<file path="config.mk">
export PLATFORM = sky130hd
export DESIGN_NAME = disp_timing_gen
export DESIGN_NICKNAME = d
export VERILOG_FILES = /design/src/rtl/dtg_pkg.sv /design/src/rtl/dtg_regfile.sv /design/src/rtl/dtg_scan_counter.sv /design/src/rtl/dtg_window.sv /design/src/rtl/disp_timing_gen.sv
export SDC_FILE = /design/constraint.sdc
export NUM_CORES = 1
export LEC_CHECK = 0
export CAP_MARGIN = 0
export CORE_MARGIN = 2
export CORE_UTILIZATION = 58
export DETAILED_ROUTE_END_ITERATION = 16
export DONT_BUFFER_PORTS = 1
export PLACE_DENSITY = 0.79
export SLEW_MARGIN = 0
export SYNTH_ARGS = -nofsm -noshare
export SYNTH_HDL_FRONTEND = slang
export SYNTH_SLANG_ARGS = --single-unit
</file>
<file path="constraint.sdc">
create_clock -name clk -period 3.2 [get_ports clk]
set_input_delay 0.32 -clock clk [delete_from_list [all_inputs] [get_ports clk]]
set_output_delay 0.32 -clock clk [all_outputs]
set_load 0.02 [all_outputs]
</file>
<file path="src/rtl/dtg_pkg.sv">
package dtg_pkg;

    localparam int TW     = 12;
    localparam int ADDR_W = 4;
    localparam int NUM_TF = 10;
    localparam int H_COMP = 19;
    localparam int V_COMP = 2;
    localparam int VS_OFS = 1;

    typedef enum logic [ADDR_W-1:0] {
        A_HTOT  = 4'd0,
        A_HSW   = 4'd1,
        A_HAS   = 4'd2,
        A_HAE   = 4'd3,
        A_DES   = 4'd4,
        A_DEW   = 4'd5,
        A_VTOT  = 4'd6,
        A_VAS   = 4'd7,
        A_VAE   = 4'd8,
        A_VSP   = 4'd9,
        A_CTRL  = 4'd10,
        A_PLANE = 4'd11,
        A_CLR   = 4'd12,
        A_IRQEN = 4'd13
    } reg_addr_e;

    typedef struct packed {
        logic [TW-1:0] htot;
        logic [TW-1:0] hsw;
        logic [TW-1:0] has;
        logic [TW-1:0] hae;
        logic [TW-1:0] des;
        logic [TW-1:0] dew;
        logic [TW-1:0] vtot;
        logic [TW-1:0] vas;
        logic [TW-1:0] vae;
        logic [TW-1:0] vsp;
    } timing_t;

    typedef struct packed {
        logic run;
        logic hlow;
        logic vlow;
    } ctrl_t;

    typedef struct packed {
        logic hsync;
        logic vsync;
        logic de;
        logic hact;
        logic vact;
    } scan_t;

    function automatic logic in_span(logic [TW:0] p, logic [TW:0] lo, logic [TW:0] hi);
        return (p >= lo) && (p < hi);
    endfunction

endpackage

</file>
<file path="src/rtl/dtg_regfile.sv">
module dtg_regfile
    import dtg_pkg::*;
#(
    parameter int PLANE_W = 8
) (
    input  logic               clk,
    input  logic               rst,
    input  logic               wr_en,
    input  logic [ADDR_W-1:0]  wr_addr,
    input  logic [TW-1:0]      wr_data,
    output timing_t            prog,
    output ctrl_t              ctrl,
    output logic [PLANE_W-1:0] plane_shadow,
    output logic               irq_en,
    output logic               stat_clr
);

    logic [TW-1:0] tf [NUM_TF];

    always_ff @(posedge clk) begin
        if (rst) begin
            for (int i = 0; i < NUM_TF; i++) tf[i] <= '0;
            ctrl         <= '0;
            plane_shadow <= '0;
            irq_en       <= 1'b0;
        end else if (wr_en) begin
            for (int i = 0; i < NUM_TF; i++)
                if (wr_addr == ADDR_W'(i)) tf[i] <= wr_data;
            if (wr_addr == A_CTRL)
                ctrl <= '{run: wr_data[0], hlow: wr_data[1], vlow: wr_data[2]};
            if (wr_addr == A_PLANE) plane_shadow <= wr_data[PLANE_W-1:0];
            if (wr_addr == A_IRQEN) irq_en <= wr_data[0];
        end
    end

    assign stat_clr = wr_en && (wr_addr == A_CLR) && wr_data[0];

    always_comb begin
        prog.htot = tf[A_HTOT];
        prog.hsw  = tf[A_HSW];
        prog.has  = tf[A_HAS];
        prog.hae  = tf[A_HAE];
        prog.des  = tf[A_DES];
        prog.dew  = tf[A_DEW];
        prog.vtot = tf[A_VTOT];
        prog.vas  = tf[A_VAS];
        prog.vae  = tf[A_VAE];
        prog.vsp  = tf[A_VSP];
    end

endmodule

</file>
<file path="src/rtl/dtg_scan_counter.sv">
module dtg_scan_counter
    import dtg_pkg::*;
(
    input  logic          clk,
    input  logic          rst,
    input  logic          run,
    input  logic          dot_en,
    input  logic [TW-1:0] htot,
    input  logic [TW-1:0] vtot,
    output logic [TW-1:0] hc,
    output logic [TW-1:0] vc,
    output logic          h_last,
    output logic          v_last
);

    assign h_last = (hc == htot);
    assign v_last = (vc == vtot);

    always_ff @(posedge clk) begin
        if (rst || !run) begin
            hc <= '0;
            vc <= '0;
        end else if (dot_en) begin
            if (h_last) begin
                hc <= '0;
                vc <= v_last ? '0 : vc + 1'b1;
            end else begin
                hc <= hc + 1'b1;
            end
        end
    end

endmodule

</file>
<file path="src/rtl/dtg_window.sv">
module dtg_window
    import dtg_pkg::*;
(
    input  logic [TW-1:0] hc,
    input  logic [TW-1:0] vc,
    input  timing_t       tm,
    output scan_t         sc
);

    localparam int TX = TW + 1;

    logic [TX-1:0] hpos, vpos;

    assign hpos = {1'b0, hc};
    assign vpos = {1'b0, vc};

    always_comb begin
        sc.hsync = hpos <= {1'b0, tm.hsw};
        sc.hact  = in_span(hpos, {1'b0, tm.has} + TX'(H_COMP),
                                 {1'b0, tm.hae} + TX'(H_COMP));
        sc.de    = in_span(hpos, {1'b0, tm.des}, {1'b0, tm.des} + {1'b0, tm.dew});
        sc.vact  = in_span(vpos, {1'b0, tm.vas} + TX'(V_COMP),
                                 {1'b0, tm.vae} + TX'(V_COMP));
        sc.vsync = vpos >= ({1'b0, tm.vsp} + TX'(VS_OFS));
    end

endmodule

</file>
<file path="src/rtl/disp_timing_gen.sv">
module disp_timing_gen
    import dtg_pkg::*;
#(
    parameter int PIX_W   = 24,
    parameter int PLANE_W = 8
) (
    input  logic               clk,
    input  logic               rst,
    input  logic               dot_en,
    input  logic               wr_en,
    input  logic [ADDR_W-1:0]  wr_addr,
    input  logic [TW-1:0]      wr_data,
    input  logic [PIX_W-1:0]   pix_in,
    output logic               sync_oe,
    output logic               hsync_o,
    output logic               vsync_o,
    output logic               de_o,
    output logic               hact_o,
    output logic               vact_o,
    output logic [PIX_W-1:0]   pix_out,
    output logic [PLANE_W-1:0] plane_en_o,
    output logic               frame_status,
    output logic               irq
);

    localparam int TX = TW + 1;

    timing_t            prog, act_tm;
    ctrl_t              ctrl;
    logic [PLANE_W-1:0] plane_shadow;
    logic               irq_en, stat_clr;
    logic [TW-1:0]      hc, vc;
    logic               h_last, v_last;
    scan_t              sc;
    logic [TX-1:0]      blank_line, v_next;
    logic               frame_evt, frame_wrap;

    dtg_regfile #(.PLANE_W(PLANE_W)) u_regs (
        .clk(clk), .rst(rst), .wr_en(wr_en), .wr_addr(wr_addr), .wr_data(wr_data),
        .prog(prog), .ctrl(ctrl), .plane_shadow(plane_shadow),
        .irq_en(irq_en), .stat_clr(stat_clr)
    );

    dtg_scan_counter u_cnt (
        .clk(clk), .rst(rst), .run(ctrl.run), .dot_en(dot_en),
        .htot(act_tm.htot), .vtot(act_tm.vtot),
        .hc(hc), .vc(vc), .h_last(h_last), .v_last(v_last)
    );

    dtg_window u_win (.hc(hc), .vc(vc), .tm(act_tm), .sc(sc));

    assign blank_line = {1'b0, act_tm.vae} + TX'(V_COMP);
    assign v_next     = v_last ? '0 : {1'b0, vc} + 1'b1;
    assign frame_evt  = ctrl.run && dot_en && h_last && (v_next == blank_line);
    assign frame_wrap = ctrl.run && dot_en && h_last && v_last;

    always_ff @(posedge clk) begin
        if (rst) begin
            act_tm       <= '0;
            frame_status <= 1'b0;
            plane_en_o   <= '0;
        end else begin
            if (!ctrl.run || frame_wrap) act_tm <= prog;
            if (frame_evt)     frame_status <= 1'b1;
            else if (stat_clr) frame_status <= 1'b0;
            if (frame_evt) plane_en_o <= plane_shadow;
        end
    end

    assign sync_oe = ctrl.run;
    assign hsync_o = ctrl.run && (sc.hsync ^ ctrl.hlow);
    assign vsync_o = ctrl.run && (sc.vsync ^ ctrl.vlow);
    assign de_o    = ctrl.run && sc.de;
    assign hact_o  = ctrl.run && sc.hact;
    assign vact_o  = ctrl.run && sc.vact;
    assign pix_out = (hact_o && vact_o) ? pix_in : '0;
    assign irq     = frame_status && irq_en;

endmodule

</file>
# After elaboration in Yosys (flattened, before gate mapping)
# Memory sizes are Yosys's and may differ from the RTL's. A register that Yosys moved wholly into a read port is not among the register bits.
# Index checks and enable logic that the tools add are counted.
# classes
addsub,9
mul,0
div_mod_pow,0
order_cmp,8
eq_ne,16
shift,0
n_mux,58
bitwise_logic,12
n_reduce_logical,25
# op_table
operator,n
12-bit 2-to-1 mux,12
1-bit 2-to-1 mux,44
12-bit by 13-bit >= comparator with 1-bit output,3
12-bit by 13-bit less-than comparator with 1-bit output,3
12-bit by 1-bit adder with 13-bit output (second input constant),2
12-bit by 2-bit adder with 13-bit output (second input constant),2
12-bit by 5-bit adder with 13-bit output (second input constant),2
12-bit by 1-bit adder with 12-bit output (second input constant),2
12-bit == test,2
4-bit == test (second input constant),6
24-bit 2-to-1 mux,1
4-bit by 3-bit == test with 1-bit output (second input constant),4
1-bit logical AND,16
12-bit by 12-bit adder with 13-bit output,1
13-bit == test,1
13-bit 2-to-1 mux,1
12-bit >= comparator,1
12-bit <= comparator,1
1-bit OR,10
4-bit by 2-bit == test with 1-bit output (second input constant),2
2-bit AND reduction,4
4-bit by 1-bit == test with 1-bit output (second input constant),1
4-bit zero test,1
1-bit logical OR,2
3 further kinds,4
# totals
regBits,45
latchBits,0
ram_bits,120
mem_bits_ro,0
inputBits,44
out_inout_bits,40
n_memories,1
# mem_list
name,words,word_bits,rd,rd_ports_with_merged_regs,wr,line_no,source
u_regs.tf,10,12,10,10,10,dtg_regfile.sv:18,logic [TW-1:0] tf [NUM_TF];

# Logic depth before layout (Yosys ltp)
# depth
ltp_word,6
ltp_mapped,16

# Cells and area by module
# From an unflattened synthesis, not the netlist that was laid out.
# hier_totals
hier_cells,1686
hier_area_um2,15527.4
# modules_own_cells
module,instances,cells_per_inst,area_per_inst_um2,seq_area_each_um2
disp_timing_gen,1,703,5413.9,2582.5
dtg_regfile,1,352,5119.9,3843.7
dtg_window,1,463,3557.2,0.0
dtg_scan_counter,1,168,1436.4,480.5

# Worst setup path after synthesis
# Ideal clock, no wire load.
# synth_path
path_kind,reg2out
from,"reg, netlist name act_tm[84]"
to,out pix_out[14]
arrival_time_ns,3.207
required_time_ns,2.880
path_slack_ns,-0.327
path_stages_with_launch,16
path_buffers,1
cell_sequence,dfxtp_1 > inv_1 > ha_1 > nor2_1 > o21ai_0 > nor2_1 > nand3_1 > xor2_1 > ha_1 > o21ai_0 > nand2b_1 > a21oi_1 > a311oi_1 > o311ai_1 > clkbuf_1 > nor4_1
# synth_via
elab_chain_len,6
# synth_rtl
element,line_no,source
12-bit by 5-bit adder with 13-bit output,dtg_window.sv:19,"sc.hact = in_span(hpos, {1'b0, tm.has} + TX'(H_COMP),"
12-bit by 13-bit >= comparator with 1-bit output,dtg_pkg.sv:55,return (p >= lo) && (p < hi);
1-bit logical AND,dtg_pkg.sv:55,
1-bit logical AND,disp_timing_gen.sv:74,assign hact_o = ctrl.run && sc.hact;
1-bit logical AND,disp_timing_gen.sv:76,assign pix_out = (hact_o && vact_o) ? pix_in : '0;
24-bit 2-to-1 mux,disp_timing_gen.sv:76,
end: declaration,disp_timing_gen.sv:20,"output logic [PIX_W-1:0] pix_out,"
# Every way passes these cells.

# Worst setup path after layout
# layout_path
from,"reg, netlist name act_tm[60]"
to,out de_o
# layout_via
elab_chain_len,4
word_cells_on_any_way,5
cone_classes,add/sub (1); order compare (2); reduce/logical (2)
# layout_rtl
element,line_no,source
12-bit by 12-bit adder with 13-bit output,dtg_window.sv:21,"sc.de = in_span(hpos, {1'b0, tm.des}, {1'b0, tm.des} + {1'b0, tm.dew});"
12-bit by 13-bit less-than comparator with 1-bit output,dtg_pkg.sv:55,
1-bit logical AND (*),dtg_pkg.sv:55,
1-bit logical AND (*),disp_timing_gen.sv:73,assign de_o = ctrl.run && sc.de;
end: declaration,disp_timing_gen.sv:17,"output logic de_o,"
# Mark *: on every way between the ends. The rest lies on a longest branch, timed or not.

==> impl_metrics.csv <==
group,metric,value,unit
outcome,outcome,"finished with violations",
outcome,violations,"setup timing",
synthesis,async_flop_share,0,%
worst_setup_path,cp-startpoint,"act_tm[60]",
worst_setup_path,crit_path_end,"de_o",
synthesis,yosysTopAreaCellShare,23.6,%
worst_setup_path,cp.required,2.88,ns
placed_design,place.gp.congestion,0.917,
layout,drive_gt1_share,19.2,%
synthesis,synthesis.nets,1834,
synthesis,syn_inst,1677,
placed_design,dpl.hpwl,26.1,mm
timing,setup_violations,27,
clocking,clkSinkCount,285,
clocking,clockBufferDepth,3,
synthesis,synth_top_family_by_area,"simple AND/OR/NAND/NOR gates",
synthesis,synth_seq_cells,285,
timing,worst_clock_skew,0.0113,ns
synthesis,muxShareOfSynthArea,0.729,%
global_route,antenna_found_initial,2,
detailed_routing,drt-pass1-iter-count,5,
layout,nets,1940,
worst_setup_path,reg2regPathDepth,10,
clocking,htree_levels,1,
clocking,tritoncts,"yes",
clocking,clkSlewWorstSetupHoldPaths,0.06,ns
layout,layout_common_cells,"nand2_1, a21oi_1, dfxtp_1",
timing,worst_slack,-0.753,ns
layout,final_common_cell,"nand2_1",
clocking,cts_inserted_buffers,28,
layout,fin_util,71.5,%
synthesis,ys.flop_type,"dfxtp_1",
detailed_routing,vias,12766,
die,die_h,166,µm
detailed_routing,wirelength,41.9,mm
worst_setup_path,cp_data_arrival_time,3.63,ns
synthesis,yosysWarnings,0,
layout,n_antenna_cell,0,
layout,seq_area,0.00696,mm²
detailed_routing,antenna_violating_nets_post_route,0,
global_route,grt_max_degree,142,
worst_setup_path,endpoint_kind,"primary output",
global_route,grt_pass1_wl,66.4,mm
power_and_ir_drop,ir_drop,0.548,mV
synthesis,syn_avg_cell_area,9.11,µm²
timing,fin_crit,3.95,ns
die,core_area,0.0260,mm²
synthesis,synth_cell_type_count,74,
placed_design,dp.cells,2028,
synthesis,synthTopCellsByArea,"edfxtp_1, dfxtp_1, ha_1",
timing,relSlewSlack,23.0,%
power_and_ir_drop,leakage,7.47,nW
synthesis,synth_edf_count,120,
global_route,grtUsageTotal,29.7,%
clocking,clk_latency,0.55,ns
worst_setup_path,critPathLaunchType,"register",
placed_design,portBuffers,0,
power_and_ir_drop,p_per_area,445,mW/mm²
worst_setup_path,crit_type,"reg -> out",
clocking,cts-root-buf,"clkbuf_16",
timing,maxSlewViolCount,0,
worst_setup_path,ff2ff_setup_slack,0.18,ns
synthesis,synth_compound_gate_area_share,12.3,%
timing,max_slew.worst_pin.slew,1.15,ns
layout,stdcell_count,2140,
detailed_routing,viasPerCell,5.97,
die,dieArea,0.0277,mm²
worst_setup_path,critPathMaxFanout,2,
synthesis,synth_fa_ha_area_share,9.30,%
synthesis,netlist_area,0.0153,mm²
detailed_routing,drc,0,
flow_run,maxCapViolCount,0,
layout,fillers,1769,
die,die_w,166,µm
layout,areaGrowthSynthToFinish,21.7,%
timing,rsz0062_at_grt,"yes",
synthesis,synthXorXnorAreaFrac,6.02,%
die,start_util,58.8,%
detailed_routing,wl_per_cell,19.6,µm
global_route,grt_pass1_vias,12597,
synthesis,synthSimpleGateAreaFrac,21.5,%
min_path,min_path_type,"in -> reg",
timing,layout_worst_path_cycle_share,124,%
timing,max_freq,253,MHz
worst_setup_path,timing.rr.end,"plane_en_o[5]",
timing,hold_violations,0,
die,ios,84,
timing,fin_setup_tns,-16.85,ns
layout,multi_input_area,0.00840,mm²
synthesis,yosysSeqAreaShare,45.2,%
die,rows,59,
global_route,overflow,0,
worst_setup_path,r2r-start,"u_cnt.vc[1]",
detailed_routing,first_iter_violations,1080,
synthesis,yosys.area.top_type,"edfxtp_1",
## through the flow
step | total power [mW] | hold slack, ns | instance area, µm² | setup slack, ns
after floorplan | 4.59 | 0.432 | 15600 | -0.0829
after global placement | 4.69 | 0.415 | 16500 | -0.202
after detailed placement | 4.73 | 0.421 | 16500 | -0.306
after CTS | 8.24 | 0.00148 | 18300 | -0.763
after global routing | 8.52 | 0.0123 | 18600 | -0.900
final | 8.27 | 0.0254 | 18600 | -0.753
## cell type report
cell class / instances / share of cell area (%)
Sequential cell: 285 / 37.4
Inverter: 88 / 1.79
Timing Repair Buffer: 169 / 8.15
Tap cell: 335 / 2.26
Clock buffer: 45 / 4.55
Clock inverter: 7 / 0.640
Multi-Input combinational cell: 1211 / 45.2
## worst min path at each step
stage	startpoint	endpoint	slack, ns	cells past startpoint
5_1_grt	wr_data[3]	u_regs.tf[0][111]	0.01	1
3_3_place_gp	rst	act_tm[60]	0.42	1
3_5_place_dp	rst	act_tm[57]	0.42	1
2_1_floorplan	act_tm[100]	act_tm[100]	0.43	2
6_report	wr_data[3]	u_regs.tf[0][111]	0.03	1
4_1_cts	wr_data[7]	u_regs.tf[0][7]	0.001	1
## sequential cells by signal (all words and copies together) (netlist names)
signal / cells
u_regs.tf: 120
u_regs.irq_en: 1
u_regs.ctrl: 3
u_regs.plane_shadow: 8
plane_en_o: 8
act_tm: 120
u_cnt.vc: 12
u_cnt.hc: 12
frame_status: 1
## power by group
part	internal [mW]	switching, mW	leakage, nW
Clock	2.05	1.38	0.463
Sequential	3.97	0.116	2.52
Combinational	0.311	0.445	4.49
Total	6.33	1.94	7.47
## routing by layer
layer / part of all wire, % / track usage, % / wire length [µm]
met1: 40 / 39.3 / 16700
met2: 47 / 49.6 / 19800
met3: 8.9 / 4.98 / 3730
met4: 3.9 / 10.6 / 1640
met5: 0.048 / 0 / 20
## cell families (layout without fill, tap and decap cells)
group	after synthesis	count (layout)
AND/OR/NAND/NOR	667	667
buffers and inverters	181	309
adder cells (fa/ha/maj)	113	113
multiplexers	11	11
flip-flops	285	285
AO/OA/AOI/OAI	315	315
XOR/XNOR	105	105
## repair_timing
item / 4_1_cts / 5_1_grt
endpoints found under the hold margin: 261 / 1
resized for setup: 101 / 38
cloned: 3 / 0
setup endpoints to repair: 29 / 38
pin swaps: 52 / 50
buffers inserted: 25 / 19
hold buffers: 15 / 1
## synthesized netlist by cell type, types with 14 or more instances
master,number
nand2_1,291
a21oi_1,168
dfxtp_1,165
and2_1,126
edfxtp_1,120
ha_1,112
inv_1,88
nor2_1,66
clkbuf_1,65
xor2_1,56
xnor2_1,49
o21ai_0,48
nand3_1,47
nor4_1,35
nand4_1,24
a21o_1,21
buf_2,18
nor3_1,17
o21a_1,14
## critical path, cell delays in order (launching register included)
cell and delay, ns:
dfxtp_2 0.36, ha_4 0.14, inv_2 0.03, fa_2 0.33
nor2b_1 0.13, o21ai_1 0.09, a21boi_1 0.14, o21a_1 0.18
o21ai_2 0.08, a21oi_2 0.19, a21oi_2 0.08, xor2_1 0.15
ha_1 0.29, a21o_1 0.17, a21oi_2 0.17, o221ai_2 0.13
a221oi_2 0.25, buf_4 0.18
No activity file was read; power rests on OpenSTA's default activity.
